**src/rtl/ide_pio_pkg.sv**
```systemverilog
package ide_pio_pkg;
  localparam int CNT_W = 8;

  typedef enum logic [2:0] {
    ST_IDLE, ST_SETUP, ST_ACTIVE, ST_HOLD, ST_RECOV, ST_ACK
  } seq_st_e;

  typedef struct packed {
    logic [CNT_W-1:0] act;
    logic [CNT_W-1:0] rec;
  } tim_t;

  function automatic tim_t clamp_tim(tim_t v);
    tim_t r;
    r = v;
    if (v.act == '0) r.act = CNT_W'(1);
    if (v.rec == '0) r.rec = CNT_W'(1);
    return r;
  endfunction
endpackage

```
**src/rtl/ide_pio_tim_regs.sv**
```systemverilog
module ide_pio_tim_regs
  import ide_pio_pkg::*;
#(
  parameter int NDEV  = 2,
  localparam int NSET  = 2 * NDEV,
  localparam int SEL_W = $clog2(NSET)
) (
  input  logic             clk_i,
  input  logic             rst_ni,
  input  logic             wr_en_i,
  input  logic [SEL_W-1:0] wr_sel_i,
  input  tim_t             wr_val_i,
  input  logic [SEL_W-1:0] rd_sel_i,
  output tim_t             rd_val_o
);
  tim_t set_q [NSET];

  for (genvar g = 0; g < NSET; g++) begin : g_set
    always_ff @(posedge clk_i or negedge rst_ni) begin
      if (!rst_ni) set_q[g] <= '1;
      else if (wr_en_i && wr_sel_i == SEL_W'(g)) set_q[g] <= clamp_tim(wr_val_i);
    end
  end

  assign rd_val_o = set_q[rd_sel_i];
endmodule

```
**src/rtl/ide_pio_seq.sv**
```systemverilog
module ide_pio_seq
  import ide_pio_pkg::*;
(
  input  logic    clk_i,
  input  logic    rst_ni,
  input  logic    req_i,
  input  logic    two_half_i,
  input  tim_t    tim_i,
  output seq_st_e st_o,
  output logic    half_o,
  output logic    accept_o,
  output logic    last_act_o,
  output logic    ack_o
);
  seq_st_e          st_q;
  logic [CNT_W-1:0] cnt_q;
  logic             half_q;

  always_ff @(posedge clk_i or negedge rst_ni) begin
    if (!rst_ni) begin
      st_q   <= ST_IDLE;
      cnt_q  <= '0;
      half_q <= 1'b0;
    end else begin
      case (st_q)
        ST_IDLE: if (req_i) begin
          st_q   <= ST_SETUP;
          half_q <= 1'b0;
        end
        ST_SETUP: begin
          st_q  <= ST_ACTIVE;
          cnt_q <= tim_i.act - CNT_W'(1);
        end
        ST_ACTIVE: begin
          if (cnt_q == '0) st_q <= ST_HOLD;
          else cnt_q <= cnt_q - CNT_W'(1);
        end
        ST_HOLD: begin
          st_q  <= ST_RECOV;
          cnt_q <= tim_i.rec - CNT_W'(1);
        end
        ST_RECOV: begin
          if (cnt_q == '0) begin
            if (two_half_i && !half_q) begin
              st_q   <= ST_SETUP;
              half_q <= 1'b1;
            end else begin
              st_q <= ST_ACK;
            end
          end else begin
            cnt_q <= cnt_q - CNT_W'(1);
          end
        end
        ST_ACK:  st_q <= ST_IDLE;
        default: st_q <= ST_IDLE;
      endcase
    end
  end

  assign st_o       = st_q;
  assign half_o     = half_q;
  assign accept_o   = (st_q == ST_IDLE) && req_i;
  assign last_act_o = (st_q == ST_ACTIVE) && (cnt_q == '0);
  assign ack_o      = (st_q == ST_ACK);
endmodule

```
**src/rtl/ide_pio_dpath.sv**
```systemverilog
module ide_pio_dpath #(
  parameter int DRV_W  = 16,
  localparam int HOST_W = 2 * DRV_W
) (
  input  logic              clk_i,
  input  logic              rst_ni,
  input  logic              accept_i,
  input  logic [HOST_W-1:0] wdata_i,
  input  logic              half_i,
  input  logic              latch_i,
  input  logic [DRV_W-1:0]  dd_i,
  output logic [DRV_W-1:0]  dd_o,
  output logic [HOST_W-1:0] rdata_o
);
  logic [HOST_W-1:0] wdata_q;
  logic [HOST_W-1:0] rdata_q;

  always_ff @(posedge clk_i or negedge rst_ni) begin
    if (!rst_ni) begin
      wdata_q <= '0;
      rdata_q <= '0;
    end else if (accept_i) begin
      wdata_q <= wdata_i;
      rdata_q <= '0;
    end else if (latch_i) begin
      if (half_i) rdata_q[HOST_W-1:DRV_W] <= dd_i;
      else        rdata_q[DRV_W-1:0]      <= dd_i;
    end
  end

  assign dd_o    = half_i ? wdata_q[HOST_W-1:DRV_W] : wdata_q[DRV_W-1:0];
  assign rdata_o = rdata_q;
endmodule

```
**src/rtl/ide_pio_ctrl.sv**
```systemverilog
module ide_pio_ctrl
  import ide_pio_pkg::*;
#(
  parameter int NDEV   = 2,
  parameter int ADDR_W = 3,
  parameter int DRV_W  = 16,
  localparam int HOST_W = 2 * DRV_W,
  localparam int DEV_W  = $clog2(NDEV),
  localparam int SEL_W  = DEV_W + 1
) (
  input  logic              clk_i,
  input  logic              rst_ni,
  input  logic              req_i,
  input  logic              we_i,
  input  logic              cmd_i,
  input  logic [DEV_W-1:0]  dev_i,
  input  logic [ADDR_W-1:0] addr_i,
  input  logic [HOST_W-1:0] wdata_i,
  output logic              ack_o,
  output logic [HOST_W-1:0] rdata_o,
  input  logic              cfg_we_i,
  input  logic [DEV_W-1:0]  cfg_dev_i,
  input  logic              cfg_cmd_i,
  input  logic [CNT_W-1:0]  cfg_act_i,
  input  logic [CNT_W-1:0]  cfg_rec_i,
  input  logic              drst_we_i,
  input  logic              drst_val_i,
  output logic              drv_rst_n_o,
  output logic [ADDR_W-1:0] da_o,
  output logic              cs_n_o,
  output logic              rd_n_o,
  output logic              wr_n_o,
  output logic [DRV_W-1:0]  dd_o,
  input  logic [DRV_W-1:0]  dd_i,
  output logic              dd_oe_o
);
  tim_t              tim_rd, tim_q, cfg_val;
  seq_st_e           st;
  logic              half, accept, last_act;
  logic              we_q, cmd_q, drst_q;
  logic [ADDR_W-1:0] addr_q;
  logic              in_win;

  assign cfg_val = '{act: cfg_act_i, rec: cfg_rec_i};

  ide_pio_tim_regs #(.NDEV(NDEV)) u_tim (
    .clk_i    (clk_i),
    .rst_ni   (rst_ni),
    .wr_en_i  (cfg_we_i),
    .wr_sel_i ({cfg_dev_i, cfg_cmd_i}),
    .wr_val_i (cfg_val),
    .rd_sel_i ({dev_i, cmd_i}),
    .rd_val_o (tim_rd)
  );

  // request attributes and timing frozen for the whole access
  always_ff @(posedge clk_i or negedge rst_ni) begin
    if (!rst_ni) begin
      tim_q  <= '1;
      we_q   <= 1'b0;
      cmd_q  <= 1'b0;
      addr_q <= '0;
    end else if (accept) begin
      tim_q  <= tim_rd;
      we_q   <= we_i;
      cmd_q  <= cmd_i;
      addr_q <= addr_i;
    end
  end

  ide_pio_seq u_seq (
    .clk_i      (clk_i),
    .rst_ni     (rst_ni),
    .req_i      (req_i),
    .two_half_i (!cmd_q),
    .tim_i      (tim_q),
    .st_o       (st),
    .half_o     (half),
    .accept_o   (accept),
    .last_act_o (last_act),
    .ack_o      (ack_o)
  );

  ide_pio_dpath #(.DRV_W(DRV_W)) u_dp (
    .clk_i    (clk_i),
    .rst_ni   (rst_ni),
    .accept_i (accept),
    .wdata_i  (wdata_i),
    .half_i   (half),
    .latch_i  (last_act && !we_q),
    .dd_i     (dd_i),
    .dd_o     (dd_o),
    .rdata_o  (rdata_o)
  );

  always_ff @(posedge clk_i or negedge rst_ni) begin
    if (!rst_ni)        drst_q <= 1'b0;
    else if (drst_we_i) drst_q <= drst_val_i;
  end

  assign in_win      = (st == ST_SETUP) || (st == ST_ACTIVE) || (st == ST_HOLD);
  assign cs_n_o      = !in_win;
  assign rd_n_o      = !((st == ST_ACTIVE) && !we_q);
  assign wr_n_o      = !((st == ST_ACTIVE) && we_q);
  assign dd_oe_o     = in_win && we_q;
  assign da_o        = cmd_q ? addr_q : '0;
  assign drv_rst_n_o = drst_q;
endmodule

```
**config.mk**
```make
export PLATFORM = sky130hd
export DESIGN_NAME = ide_pio_ctrl
export DESIGN_NICKNAME = d
export VERILOG_FILES = /design/src/rtl/ide_pio_pkg.sv /design/src/rtl/ide_pio_tim_regs.sv /design/src/rtl/ide_pio_seq.sv /design/src/rtl/ide_pio_dpath.sv /design/src/rtl/ide_pio_ctrl.sv
export SDC_FILE = /design/constraint.sdc
export NUM_CORES = 1
export LEC_CHECK = 0
export BUFFER_PORTS_ARGS = -buffer_cell sky130_fd_sc_hd__clkbuf_2
export CORE_UTILIZATION = 50
export CTS_CLUSTER_DIAMETER = 60
export DETAILED_ROUTE_END_ITERATION = 10
export PLACE_DENSITY = 0.85
export SYNTH_ARGS = -nofsm -noshare
export SYNTH_HDL_FRONTEND = slang
export SYNTH_SLANG_ARGS = --single-unit
```
**constraint.sdc**
```tcl
create_clock -name clk_i -period 1.99 [get_ports clk_i]
set_clock_uncertainty 0.15 [all_clocks]
set_input_delay 0.199 -clock clk_i [delete_from_list [all_inputs] [get_ports clk_i]]
set_output_delay 0.199 -clock clk_i [all_outputs]
set_load 0.01 [all_outputs]
```
==> impl_results.md <==
- Final routed wire length divided by cell count: 21.1 um
- Relative slew slack: 66.3%
- Seq/Total Area, Yosys: 56.4%
- Row count: 43
- Final period demand of the worst path: 2300 ps
- Post-detailed-route via-to-cell ratio: 5.77
- Total length of routed met3 wires: 1.30 mm
- Clock transition time at the flip-flop clock pins of the worst setup and hold paths: 60 ps
- Clock latency at the later pin of the worst-skew pair: 430 ps
- Starting density of the core: 52.2%
- Final HPWL from detailed placement: 11.9 mm
- TritonCTS clock tree: yes
- IO Pins: 135
- Number of failing hold endpoints at the final stage: 0
- Count of final setup violators: 39
- Total met2 wirelength after detailed routing: 11.7 mm
- EDFF count, synth: 0
- Delay of the slowest critical-path stage: 490 ps
- Syn nets: 663
- Number of H-tree levels: 4
- Die Area: 15200 sq um
- Complex-gate fraction of the synthesized area: 6.71%
- Post-Synthesis Cells: 584
- Startpoint class of the critical path: flip-flop
- Routed met1 length: 8.54 mm
- Floorplan die width: 123 um
- Max Root-Sink Buffers: 2
- Number of DRC violations after detailed-routing iteration 0: 303
- Clock sink total: 162
- Net total in the final layout: 936
- Post-layout utilization of the core: 76.8%
- Area fraction of the dominant cell type after synthesis: 28.6%
- Path class of the lowest-slack min-delay path: primary input to flip-flop
- Max-capacitance violation count: 0
- Detailed-routing iteration count for the pre-antenna-repair pass: 5
- Port Buffer Count: 134
- Least-Margin Pin Slew: 506 ps
- Post-synth ARST share: 100%
- Number of max-slew violations in the final report: 0
- Distinct cells, synth: 47
- Number of clock buffers inserted by TritonCTS: 17
- Synth Area in Adders: 0.170%
- Number of global-route vias before repair: 6028
- Dominant combinational cell family by area after synthesis: multiplexers
- Crit Path Max Fanout: 8
- All-layer global routing usage: 26.3%
- Share of final-layout standard cells stronger than drive strength 1: 63.4%
- Data required time at the worst endpoint: 2140 ps
- Biggest area contributors in the synthesized netlist: sky130_fd_sc_hd__dfstp_2 (29%), sky130_fd_sc_hd__dfrtp_1 (28%), sky130_fd_sc_hd__mux2_2 (19%), sky130_fd_sc_hd__mux4_2 (4.9%), sky130_fd_sc_hd__nand2_1 (4.2%)
- Layout area overhead: 47.0%
- Violated checks: setup timing
- Total number of vias: 6058
- Cell Pwr Density: 1340 nW/um^2
- Initial antenna violation count: 1
- Series of cell instances along the critical path: nor2b_1 -> buf_4 -> a32oi_1 -> o21ai_1 -> nand3_1 -> nor4_1 -> nor3_1
- Top routing layer in use: met4
- Area of the core region: 14100 sq um
- Die outline height: 123 um
- Yosys top cell by area: sky130_fd_sc_hd__dfstp_2
- Signal arrival time at the worst endpoint: 2450 ps
- Synth warnings: 0
- Clk root buf: sky130_fd_sc_hd__clkbuf_16
- Total grt overflow: 0
- Portion of the clock cycle consumed by the worst path in the final layout: 116%
- Unrepaired setup endpoints after global routing: true
- PnR worst setup slack: -309 ps
- Multiplexer area fraction after synthesis: 24.5%
- Type of the worst setup path: flip-flop to flip-flop
- Highest attainable clock frequency: 435 MHz
- Wire length of the first global-routing pass: 29.9 mm
- Gpl congestion: 0.878
- Number of nets with antenna violations after routing: 0
- Most common cell in the netlist: sky130_fd_sc_hd__mux2_2
- Area share of xor/xnor cells in the synthesized design: 0.833%
- Critical Path End Type: flip-flop
- Cell area after technology mapping: 7360 sq um
- Max stage delay cell, worst path: sky130_fd_sc_hd__dfrtp_2
- Outcome: finished with violations
- Synth top cells by count: sky130_fd_sc_hd__mux2_2 (122), sky130_fd_sc_hd__dfrtp_1 (82), sky130_fd_sc_hd__nand2_1 (82), sky130_fd_sc_hd__dfstp_2 (80), sky130_fd_sc_hd__a21oi_1 (43)
- Static Leak: 0.00471 uW
- Dominant synthesized flop cell: sky130_fd_sc_hd__dfrtp_1
- Worst-case vdd ir drop: 810 uV
- Syn avg cell area: 12.6 sq um
- Synth Area in Simple Gates: 8.82%
- Final WL: 22.2 mm
- Synthesized flop and latch total: 162
- Number of DRC violations after detailed routing: 0
- DP Worst Slack: -184 ps
- Largest net degree at the start of global routing: 52
registers in the layout (all words and copies together), names as in the netlist:
signal / count
addr_q: 3
drv_rst_n_o: 1
u_seq.half_o: 1
u_seq.st_o: 3
tim_q: 16
we_q: 1
u_seq.cnt_q: 8
cmd_q: 1
u_dp.wdata_q: 32
u_dp.rdata_o: 32
u_tim.set_q: 64
cells in the final DEF, fill, tap and decap left out, types with 3 or more instances in the layout:
cell type and instances:
sky130_fd_sc_hd__clkbuf_2 132, sky130_fd_sc_hd__mux2_2 115, sky130_fd_sc_hd__dfstp_2 80, sky130_fd_sc_hd__dfrtp_1 78, sky130_fd_sc_hd__dlygate4sd3_1 71, sky130_fd_sc_hd__nand2_1 55
sky130_fd_sc_hd__buf_4 51, sky130_fd_sc_hd__a21oi_2 22, sky130_fd_sc_hd__clkbuf_16 22, sky130_fd_sc_hd__o21ai_0 20, sky130_fd_sc_hd__a21oi_1 18, sky130_fd_sc_hd__nand2_4 16
sky130_fd_sc_hd__mux4_2 16, sky130_fd_sc_hd__nor2_1 15, sky130_fd_sc_hd__buf_12 15, sky130_fd_sc_hd__buf_6 14, sky130_fd_sc_hd__nand2_2 11, sky130_fd_sc_hd__mux2i_1 7
sky130_fd_sc_hd__mux2_4 7, sky130_fd_sc_hd__inv_1 6, sky130_fd_sc_hd__and2_1 5, sky130_fd_sc_hd__xnor2_1 5, sky130_fd_sc_hd__o21ai_1 4, sky130_fd_sc_hd__nor3_1 4
sky130_fd_sc_hd__a32oi_1 4, sky130_fd_sc_hd__o21ai_2 4, sky130_fd_sc_hd__dfrtp_2 4, sky130_fd_sc_hd__or2_4 3, sky130_fd_sc_hd__nand3b_1 3, sky130_fd_sc_hd__nor4_1 3
sky130_fd_sc_hd__nor2_4 3, sky130_fd_sc_hd__a21oi_4 3, sky130_fd_sc_hd__clkinvlp_4 3, sky130_fd_sc_hd__clkbuf_1 3
metal layers:
| metal | vias up | global-route usage [%] |
|---|---|---|
| met4 | 0 | 9.11 |
| met2 | 262 | 47.8 |
| li1 | 2635 | - |
| met1 | 3091 | 30.6 |
| met3 | 70 | 5.44 |
| met5 | - | 0 |
per-stage QoR:
stage	instance area, sq um	cells	setup TNS [ps]	hold slack [ps]	power (uW)
6_report	10800	1050	-5510	104	14500
5_1_grt	10800	1050	-8030	165	15200
4_1_cts	10300	1037	-2810	47.7	13500
3_5_place_dp	8670	925	-5330	27.0	9650
3_3_place_gp	8670	925	-2630	20.5	9380
2_1_floorplan	7380	584	-2590	-247	7820
kinds of logic after synthesis:
logic type | count (synthesis)
DFF | 162
muxes | 145
and+or+nand+nor | 141
AOI/OAI and AO/OA | 87
buffers and inverters | 41
xor gates and xnor gates | 7
adders and majority gates | 1
final cells by class:
| class | instances | area, sq um |
|---|---|---|
| Antenna cell | 1 | 2.50 |
| Sequential cell | 162 | 4160 |
| Timing Repair Buffer | 288 | 2320 |
| Clock buffer | 24 | 526 |
| Multi-Input combinational cell | 381 | 3490 |
| Clock inverter | 7 | 71.3 |
| Tap cell | 180 | 225 |
| Fill cell | 813 | 3270 |
| Inverter | 7 | 26.3 |
timing repair:
action | CTS | global route
resized for setup | 53 | 100
hold buffers | 71 | 0
endpoints found under the setup margin | 111 | 81
hold endpoints to repair | 249 | 0
gates cloned | 2 | 4
pin swaps | 24 | 44
setup buffers | 9 | 9
power by group:
group          total [uW]  switching (uW)  internal (uW)
Combinational        6070            2810           3260
Clock                3270            1300           1970
Sequential           5150             622           4530
critical path, delay by kind of cell (launching register included):
| family | cells | cell delay [ps] |
|---|---|---|
| AO/OA/AOI/OAI | 2 | 250 |
| buffers and inverters | 1 | 200 |
| flip-flops | 1 | 490 |
| AND/OR/NAND/NOR | 4 | 1070 |
final timing paths:
path	cells after the start	endpoint	slack (ps)	start
worst max register to register	7	u_seq.cnt_q[7]	-310	u_seq.st_o[2]
worst min register to register	2	u_tim.set_q[40]	340	u_tim.set_q[40]
worst min-delay path	5	u_seq.st_o[0]	100	req_i
min in group asynchronous	2	u_dp.wdata_q[10]	160	rst_ni
max in group asynchronous	3	u_tim.set_q[34]	840	rst_ni
worst max-delay path	7	u_seq.cnt_q[7]	-310	u_seq.st_o[2]
Note: power is estimated with default switching activity, not from simulation.
